**src/rtl/pag_pkg.sv**
```systemverilog
package pag_pkg;
  localparam int DOM_N    = 4;
  localparam int DOM_W    = 2;
  localparam int PERM_W   = 2 * DOM_N;
  localparam int REG_W    = 16;
  localparam int LOCK_BIT = 15;
  localparam int SEMA_BIT = 14;

  typedef enum logic [1:0] {
    SEL_MASTER = 2'd0,
    SEL_POLICY = 2'd1,
    SEL_INFO   = 2'd2,
    SEL_NONE   = 2'd3
  } cfg_sel_e;

  typedef struct packed {
    logic             lock;
    logic [DOM_W-1:0] dom;
  } mst_ent_t;

  typedef struct packed {
    logic              lock;
    logic              sema;
    logic [PERM_W-1:0] perm;
  } pol_ent_t;
endpackage

```
**src/rtl/pag_rst_sync.sv**
```systemverilog
module pag_rst_sync #(
  parameter int STAGES = 2
) (
  input  logic clk,
  input  logic arst_n,
  output logic rst_n
);
  logic [STAGES-1:0] sync_q;
  logic [STAGES-1:0] sync_d;

  always_comb sync_d = {sync_q[STAGES-2:0], 1'b1};

  always_ff @(posedge clk or negedge arst_n) begin
    if (!arst_n) sync_q <= '0;
    else         sync_q <= sync_d;
  end

  assign rst_n = sync_q[STAGES-1];
endmodule

```
**src/rtl/pag_mst_table.sv**
```systemverilog
module pag_mst_table
  import pag_pkg::*;
#(
  parameter int N     = 4,
  parameter int IDX_W = 4
) (
  input  logic               clk,
  input  logic               rst_n,
  input  logic               wr_en,
  input  logic [IDX_W-1:0]   wr_idx,
  input  mst_ent_t           wr_ent,
  output mst_ent_t [N-1:0]   ents
);
  for (genvar i = 0; i < N; i++) begin : g_ent
    mst_ent_t ent_q;
    mst_ent_t ent_d;
    logic     ent_ld;

    always_comb begin
      ent_ld = wr_en && (wr_idx == IDX_W'(i)) && !ent_q.lock;
      ent_d  = wr_ent;
    end

    always_ff @(posedge clk or negedge rst_n) begin
      if (!rst_n)      ent_q <= '0;
      else if (ent_ld) ent_q <= ent_d;
    end

    assign ents[i] = ent_q;

    // a locked entry never changes while out of reset
    assert_mst_lock_hold_R6: assert property (@(posedge clk) disable iff (!rst_n)
      ent_q.lock |=> $stable(ent_q));

    // an accepted write is visible on the next clock
    assert_mst_write_R3: assert property (@(posedge clk) disable iff (!rst_n)
      (wr_en && (wr_idx == IDX_W'(i)) && !ent_q.lock) |=> (ent_q == $past(wr_ent)));
  end
endmodule

```
**src/rtl/pag_pol_table.sv**
```systemverilog
module pag_pol_table
  import pag_pkg::*;
#(
  parameter int N     = 8,
  parameter int IDX_W = 4
) (
  input  logic               clk,
  input  logic               rst_n,
  input  logic               wr_en,
  input  logic [IDX_W-1:0]   wr_idx,
  input  pol_ent_t           wr_ent,
  output pol_ent_t [N-1:0]   ents
);
  localparam pol_ent_t POL_RESET = '{lock: 1'b0, sema: 1'b0, perm: {PERM_W{1'b1}}};

  for (genvar i = 0; i < N; i++) begin : g_ent
    pol_ent_t ent_q;
    pol_ent_t ent_d;
    logic     ent_ld;

    always_comb begin
      ent_ld = wr_en && (wr_idx == IDX_W'(i)) && !ent_q.lock;
      ent_d  = wr_ent;
    end

    always_ff @(posedge clk or negedge rst_n) begin
      if (!rst_n)      ent_q <= POL_RESET;
      else if (ent_ld) ent_q <= ent_d;
    end

    assign ents[i] = ent_q;

    // a locked policy never changes while out of reset
    assert_pol_lock_hold_R7: assert property (@(posedge clk) disable iff (!rst_n)
      ent_q.lock |=> $stable(ent_q));

    // an accepted write is visible on the next clock
    assert_pol_write_R4: assert property (@(posedge clk) disable iff (!rst_n)
      (wr_en && (wr_idx == IDX_W'(i)) && !ent_q.lock) |=> (ent_q == $past(wr_ent)));
  end
endmodule

```
**src/rtl/pag_perm_check.sv**
```systemverilog
module pag_perm_check
  import pag_pkg::*;
#(
  parameter int N_M   = 4,
  parameter int N_P   = 8,
  parameter int MST_W = 3,
  parameter int PER_W = 4
) (
  input  logic                 clk,
  input  logic                 rst_n,
  input  mst_ent_t [N_M-1:0]   mst,
  input  pol_ent_t [N_P-1:0]   pol,
  input  logic                 acc_valid,
  input  logic [MST_W-1:0]     acc_master,
  input  logic [PER_W-1:0]     acc_periph,
  input  logic                 acc_write,
  output logic                 acc_allow,
  output logic                 acc_deny
);
  localparam int MI_W = $clog2(N_M);
  localparam int PI_W = $clog2(N_P);

  logic              m_ok;
  logic              p_ok;
  logic [DOM_W-1:0]  dom;
  logic [PERM_W-1:0] perm;
  logic              grant;

  always_comb begin
    m_ok  = acc_master < MST_W'(N_M);
    p_ok  = acc_periph < PER_W'(N_P);
    dom   = m_ok ? mst[acc_master[MI_W-1:0]].dom : '0;
    perm  = p_ok ? pol[acc_periph[PI_W-1:0]].perm : '0;
    grant = perm[{dom, ~acc_write}];
    acc_allow = acc_valid && m_ok && p_ok && grant;
    acc_deny  = acc_valid && !acc_allow;
  end

  // a valid request gets exactly one answer
  assert_one_answer_R5: assert property (@(posedge clk) disable iff (!rst_n)
    acc_valid |-> (acc_allow != acc_deny));

  // out-of-range master or peripheral is refused
  assert_range_deny_R10: assert property (@(posedge clk) disable iff (!rst_n)
    (acc_valid && ((acc_master >= MST_W'(N_M)) || (acc_periph >= PER_W'(N_P)))) |-> acc_deny);

  // no request, no answer
  assert_idle_quiet_R11: assert property (@(posedge clk) disable iff (!rst_n)
    !acc_valid |-> (!acc_allow && !acc_deny));
endmodule

```
**src/rtl/periph_access_guard.sv**
```systemverilog
module periph_access_guard
  import pag_pkg::*;
#(
  parameter int N_MASTERS = 4,
  parameter int N_PERIPH  = 8,
  parameter int MST_W     = $clog2(N_MASTERS) + 1,
  parameter int PER_W     = $clog2(N_PERIPH) + 1,
  parameter int IDX_W     = (MST_W > PER_W) ? MST_W : PER_W
) (
  input  logic              clk,
  input  logic              arst_n,
  input  logic              cfg_we,
  input  logic [1:0]        cfg_sel,
  input  logic [IDX_W-1:0]  cfg_idx,
  input  logic [REG_W-1:0]  cfg_wdata,
  output logic [REG_W-1:0]  cfg_rdata,
  input  logic              acc_valid,
  input  logic [MST_W-1:0]  acc_master,
  input  logic [PER_W-1:0]  acc_periph,
  input  logic              acc_write,
  output logic              acc_allow,
  output logic              acc_deny
);
  localparam int MI_W = $clog2(N_MASTERS);
  localparam int PI_W = $clog2(N_PERIPH);
  localparam logic [REG_W-1:0] INFO_WORD = {8'(N_PERIPH), 4'(DOM_N), 4'(N_MASTERS)};

  logic                     rst_n;
  cfg_sel_e                 sel;
  mst_ent_t                 mst_wr;
  pol_ent_t                 pol_wr;
  mst_ent_t [N_MASTERS-1:0] mst_ents;
  pol_ent_t [N_PERIPH-1:0]  pol_ents;
  logic                     unused_wbits;

  pag_rst_sync #(.STAGES(2)) i_rst_sync (
    .clk    (clk),
    .arst_n (arst_n),
    .rst_n  (rst_n)
  );

  always_comb begin
    sel          = cfg_sel_e'(cfg_sel);
    mst_wr       = '{lock: cfg_wdata[LOCK_BIT], dom: cfg_wdata[DOM_W-1:0]};
    pol_wr       = '{lock: cfg_wdata[LOCK_BIT], sema: cfg_wdata[SEMA_BIT],
                     perm: cfg_wdata[PERM_W-1:0]};
    unused_wbits = ^cfg_wdata[SEMA_BIT-1:PERM_W];
  end

  pag_mst_table #(.N(N_MASTERS), .IDX_W(IDX_W)) i_mst_table (
    .clk    (clk),
    .rst_n  (rst_n),
    .wr_en  (cfg_we && (sel == SEL_MASTER)),
    .wr_idx (cfg_idx),
    .wr_ent (mst_wr),
    .ents   (mst_ents)
  );

  pag_pol_table #(.N(N_PERIPH), .IDX_W(IDX_W)) i_pol_table (
    .clk    (clk),
    .rst_n  (rst_n),
    .wr_en  (cfg_we && (sel == SEL_POLICY)),
    .wr_idx (cfg_idx),
    .wr_ent (pol_wr),
    .ents   (pol_ents)
  );

  pag_perm_check #(.N_M(N_MASTERS), .N_P(N_PERIPH), .MST_W(MST_W), .PER_W(PER_W)) i_check (
    .clk        (clk),
    .rst_n      (rst_n),
    .mst        (mst_ents),
    .pol        (pol_ents),
    .acc_valid  (acc_valid),
    .acc_master (acc_master),
    .acc_periph (acc_periph),
    .acc_write  (acc_write),
    .acc_allow  (acc_allow),
    .acc_deny   (acc_deny)
  );

  always_comb begin
    cfg_rdata = '0;
    unique case (sel)
      SEL_MASTER: if (cfg_idx < IDX_W'(N_MASTERS)) begin
        cfg_rdata[LOCK_BIT]    = mst_ents[cfg_idx[MI_W-1:0]].lock;
        cfg_rdata[DOM_W-1:0]   = mst_ents[cfg_idx[MI_W-1:0]].dom;
      end
      SEL_POLICY: if (cfg_idx < IDX_W'(N_PERIPH)) begin
        cfg_rdata[LOCK_BIT]    = pol_ents[cfg_idx[PI_W-1:0]].lock;
        cfg_rdata[SEMA_BIT]    = pol_ents[cfg_idx[PI_W-1:0]].sema;
        cfg_rdata[PERM_W-1:0]  = pol_ents[cfg_idx[PI_W-1:0]].perm;
      end
      SEL_INFO:   cfg_rdata = INFO_WORD;
      default:    cfg_rdata = '0;
    endcase
  end

  // the information word never moves while out of reset
  assert_info_fixed_R9: assert property (@(posedge clk) disable iff (!rst_n)
    (sel == SEL_INFO) |-> (cfg_rdata == INFO_WORD));
endmodule

```
**config.mk**
```make
export PLATFORM = sky130hd
export DESIGN_NAME = periph_access_guard
export DESIGN_NICKNAME = d
export VERILOG_FILES = /design/src/rtl/pag_pkg.sv /design/src/rtl/pag_rst_sync.sv /design/src/rtl/pag_mst_table.sv /design/src/rtl/pag_pol_table.sv /design/src/rtl/pag_perm_check.sv /design/src/rtl/periph_access_guard.sv
export SDC_FILE = /design/constraint.sdc
export NUM_CORES = 1
export LEC_CHECK = 0
export CAP_MARGIN = 20
export CORE_ASPECT_RATIO = 1.5
export CORE_UTILIZATION = 55
export CTS_CLUSTER_SIZE = 20
export DETAILED_ROUTE_END_ITERATION = 10
export GPL_ROUTABILITY_DRIVEN = 0
export PLACE_DENSITY = 0.8
export SYNTH_ARGS = -nofsm -noshare
export SYNTH_HDL_FRONTEND = slang
export SYNTH_HIERARCHICAL = 1
export SYNTH_SLANG_ARGS = --single-unit
```
**constraint.sdc**
```tcl
create_clock -name clk -period 3.3 [get_ports clk]
set_input_delay 0.825 -clock clk [delete_from_list [all_inputs] [get_ports clk]]
set_output_delay 0.825 -clock clk [all_outputs]
set_load 0.005 [all_outputs]
```
* Word-level counts from Yosys, hierarchy flattened
Index checks and enable logic that the tools add are counted.
Widths: inputs -> output; s select.
** Word-level totals
- Register bits after elaboration :: 94
- Output and inout bits :: 18
- Input bits :: 34
** Cells by class
- Reductions and logical operators :: 45
- Eq/ne operators :: 9
- Multiplexer cells :: 21
- Bitwise logic cells :: 1
- Magnitude comparators :: 9
** Operators with widths (count)
- $bmux 10 s3 :: 2
- $logic_and 1x1->1 :: 30
- $mux 8 :: 3
- $eq 4x3->1 const B :: 4
- $logic_not 1->1 :: 13
- $bmux 3 s2 :: 2
- $lt 3x4->1 const B :: 3
- $pmux 6 s2 :: 1
- $mux 10 :: 1
- $eq 4x2->1 const B :: 2
- $lt 4x4->1 const B :: 2
- $mux 2 :: 4
- $lt 2x3->1 const B :: 2
- $eq 4x1->1 const B :: 1
- $logic_not 4->1 :: 1
- $lt 4x3->1 const B :: 1
- $mux 4 :: 1
- $pmux 2 s2 :: 1
- $bmux 1 s3 :: 1
- $lt 3x3->1 const B :: 1
- $mux 1 :: 3
- $mux 3 :: 1
- $eq 2x1->1 const B :: 1
- $eq 2x2->1 const B :: 1
- other kinds (3) :: 3

* Longest topological paths before layout
- Word-level depth :: 8
- Depth in mapped cells :: 7

* Cells and area by module
The synthesis kept the hierarchy.
** By module, submodules not included
- pag_pol_table :: cells each 180, times used 1, sequential area each 2082.0 um2, area an instance 3128.0 um2
- periph_access_guard :: cells each 85, times used 1, sequential area each 0.0 um2, area an instance 918.4 um2
- pag_perm_check :: cells each 58, times used 1, sequential area each 0.0 um2, area an instance 671.9 um2
- pag_mst_table :: cells each 31, times used 1, sequential area each 300.3 um2, area an instance 485.5 um2
- pag_rst_sync :: cells each 3, times used 1, sequential area each 50.0 um2, area an instance 53.8 um2

* Worst setup path before layout
OpenSTA, ideal clock, no wires.
- Kind :: in2out
- Start point :: input port acc_master[0]
- End point :: output port acc_allow
- Stages :: 5
- Path slack :: 0.452 ns
- Arrival :: 2.023 ns
- Data required time :: 2.475 ns
- Path buffers :: 0
- Path through :: mux4_2 > nand2b_1 > mux2i_1 > o2111ai_2 > a21boi_0
** On the way
- Cells in the longest elaborated chain, start to end :: 6
- Elaborated cells on any way between the ends :: 9
- Classes of those cells :: order compare (1); mux (5); reduce/logical (3)
** Ends and longest elaborated chain
- start: declaration :: RTL line periph_access_guard.sv:18 : input logic [MST_W-1:0] acc_master,
- $bmux 3 s2 :: RTL line pag_perm_check.sv:32 : dom = m_ok ? mst[acc_master[MI_W-1:0]].dom : '0;
- $mux 2 (not written as such) :: RTL line pag_perm_check.sv:32
- $mux 2 :: RTL line pag_perm_check.sv:32
- $bmux 1 s3 :: RTL line pag_perm_check.sv:34 : grant = perm[{dom, ~acc_write}];
- $mux 1 (not written as such) :: RTL line pag_perm_check.sv:34
- $logic_and 1x1->1 * :: RTL line pag_perm_check.sv:35 : acc_allow = acc_valid && m_ok && p_ok && grant;
- end: declaration :: RTL line periph_access_guard.sv:21 : output logic acc_allow,
Mark *: on every way between the ends. The rest lies on a longest branch, timed or not. The select of a mux whose other input is x is not followed.

* Worst setup path after layout
- Start point :: input port acc_master[0]
- End point :: output port acc_deny
** On the way
- Cells in the longest elaborated chain, start to end :: 8
- Elaborated cells on any way between the ends :: 11
- Classes of those cells :: order compare (1); mux (5); reduce/logical (5)
** Ends and longest elaborated chain
- $bmux 3 s2 :: RTL line pag_perm_check.sv:32
- $mux 2 (not written as such) :: RTL line pag_perm_check.sv:32
- $mux 2 :: RTL line pag_perm_check.sv:32
- $bmux 1 s3 :: RTL line pag_perm_check.sv:34
- $mux 1 (not written as such) :: RTL line pag_perm_check.sv:34
- $logic_and 1x1->1 * :: RTL line pag_perm_check.sv:35
- $logic_not 1->1 * :: RTL line pag_perm_check.sv:36 : acc_deny = acc_valid && !acc_allow;
- $logic_and 1x1->1 * :: RTL line pag_perm_check.sv:36
- end: declaration :: RTL line periph_access_guard.sv:22 : output logic acc_deny
Marked as above.

==> metrics.yaml <==
core_um2: 9250
totalWireLength_um: 12800
drc: 0
fin_hold_ws_ps: 356
ys_warn_count: 6
synthCells: 357
drtPass1Iterations: 4
root_buffer: "clkbuf_16"
path_max_fanout: 2
mostFrequentLayoutCells: "mux2_2 (82), dfstp_2 (64), buf_4 (44)"
insertion_delay_ps: 340
grt_use_total_pct: 28.2
slowest_delay_ps: 570
core.rowCount: 43
vdd_drop_max_mv: 0.329
via_count: 3547
final_max_slew_viol_count: 0
finalHoldViolations: 0
min_path_type: "reg -> reg"
period_share_pct: 97.5
synth-seq-cells: 94
synthesis.area_um2: 5260
clockBufferDepth: 2
path_common_cell: "buf_2"
dieArea_um2: 9960
finClkSkew_ps: 5.86
final_common_cell: "mux2_2"
multiInputGateArea_um2: 2750
numCtsBuffers: 9
dieWidth_um: 81.8
synth_edf_count: 0
finalNetCount: 486
hpwlAfterDp_um: 8490
path_class: "in -> out"
maxSlewHeadroom_pct: 46.0
utilization_pct: 71.4
async_flop_share_pct: 100
path_cells: "buf_2, mux4_2, nand2b_4, mux2i_1, o2111ai_2, and3_1, buf_2"
final.fill_count: 587
setup_viol: 0
antenna_found_initial: 0
period_needed_ps: 3220
die_h_um: 122
status: "finished, final reports clean"
cts_hold_buf: 0
grt_max_degree: 63
ys_seq_area_share_pct: 46.3
drive_gt1_share_pct: 62.6
p_leak_nw: 2.91
start_util_pct: 56.8
cp-end-kind: "primary output"
syn_area_per_cell_um2: 14.7
n_antenna_cell: 0
grt_pass1_vias: 3817
pin_count: 52
ys.flop_type: "dfstp_2"
overflow: 0
maxCapViolCount: 0
worst_pin_slew_ps: 810
cts_tree: "yes"
crit_slowest_cell: "mux4_2"
critPathRequiredTime_ps: 2470
rsz0062_at_grt: "no"
cts_num_sinks: 94
io_buffers: 40
via_per_inst: 6.27
synth_cell_types: 49
htreeDepth: 3
clkTransAtPathRegs_ps: 60
fmax_mhz: 311
grt_pass1_wl_um: 20300
crit_path_start_kind: "primary input"
detail_route.wl_per_cell_um: 22.7
drt_iter0_drc: 239
syn_to_final_growth_pct: 25.6
regArea_um2: 2440
antenna_left: 0
cp.arrival_ps: 2390
power_density_nw_per_um2: 496
-- routing by layer --
| layer | GRT usage [%] | vias to the layer above | wire length (µm) |
|---|---|---|---|
| met5 | 0 | - | 0 |
| li1 | - | 1547 | - |
| met2 | 46.5 | 124 | 6550 |
| met1 | 34.7 | 1835 | 5190 |
| met3 | 3.60 | 41 | 486 |
| met4 | 16.9 | 0 | 600 |
-- power breakdown --
group	leakage [nW]	internal [mW]	switching (mW)	total, mW
combinational	1.69	0.361	0.217	0.578
sequential	1.06	1.38	0.133	1.52
clock	0.167	0.757	0.422	1.18
-- kinds of logic (layout without fill, tap and decap cells) --
logic type | count (synthesis) | after routing | share of synthesized area [%]
buffers and inverters | 26 | 119 | 3.33
adder cells (fa/ha/maj) | 3 | 3 | 0.714
AND/OR/NAND/NOR | 58 | 58 | 6.97
other | 2 | 6 | 0.143
AO/OA/AOI/OAI | 35 | 35 | 5.00
flip-flops | 94 | 94 | 46.3
multiplexers | 139 | 139 | 37.6
-- layout make-up --
cell class / instances / area share, %
clock inverter: 2 / 0.909
clock buffer: 14 / 4.34
timing repair buffer: 99 / 13.9
inverter: 4 / 0.227
multi-input combinational: 241 / 41.6
sequential: 94 / 36.9
tap: 112 / 2.12
-- flip-flops by register name, summed over array words and instances, names as in the netlist --
register and flops:
i_mst_table/ents 12, i_pol_table/ents 80, i_rst_sync/sync_q 2
-- final timing paths --
path	start	end	slack [ps]	cells past startpoint
setup / recovery	acc_master[0]	acc_deny	80	7
max in group asynchronous	i_rst_sync/sync_q[1]	i_pol_table/ents[7]	1910	1
hold / removal	i_rst_sync/sync_q[0]	i_rst_sync/sync_q[1]	360	0
hold reg to reg	i_rst_sync/sync_q[0]	i_rst_sync/sync_q[1]	360	0
min in group asynchronous	i_rst_sync/sync_q[1]	i_pol_table/ents[8]	430	0
setup reg to reg	i_pol_table/ents[69]	i_pol_table/ents[68]	1750	2
-- through the flow --
stage,instance area [µm²],setup slack (ps),instances,power [mW],TNS [ps]
6_report,6610,83.0,566,3.27,0
5_1_grt,6610,14.6,566,3.40,0
4_1_cts,6580,4.77,564,3.28,0
3_5_place_dp,6020,-786,534,2.06,-4550
3_3_place_gp,6020,-737,534,2.02,-4330
2_1_floorplan,5270,452,361,1.85,0
-- Yosys cell counts (all sizes together), types with 3 or more instances --
| library cell | count | area (µm²) |
|---|---|---|
| dfrtp | 30 | 751 |
| o21bai | 10 | 75.1 |
| inv | 4 | 15.0 |
| o22ai | 8 | 50.1 |
| nor2 | 9 | 33.8 |
| or3b | 3 | 31.3 |
| nand2b | 7 | 43.8 |
| buf | 19 | 149 |
| mux4 | 30 | 721 |
| ha | 3 | 37.5 |
| nand2 | 7 | 26.3 |
| nor3 | 3 | 31.3 |
| o31ai | 3 | 22.5 |
| dfstp | 64 | 1680 |
| or3 | 6 | 37.5 |
| clkbuf | 3 | 11.3 |
| mux2i | 11 | 110 |
| nor2b | 7 | 43.8 |
| mux2 | 98 | 1140 |
-- critical path: cells and delay by family --
family	cells	cell delay, ps
AND/OR/NAND/NOR	2	340
AO/OA/AOI/OAI	1	200
buffers and inverters	2	220
multiplexers	2	810
-- what timing repair did --
item,in CTS,in global routing
endpoints found under the hold margin,0,0
pin swaps,12,3
setup endpoints to repair,12,3
setup buffers,14,2
resized for setup,72,8
cloned,1,0
(Power assumes the default switching activity.)
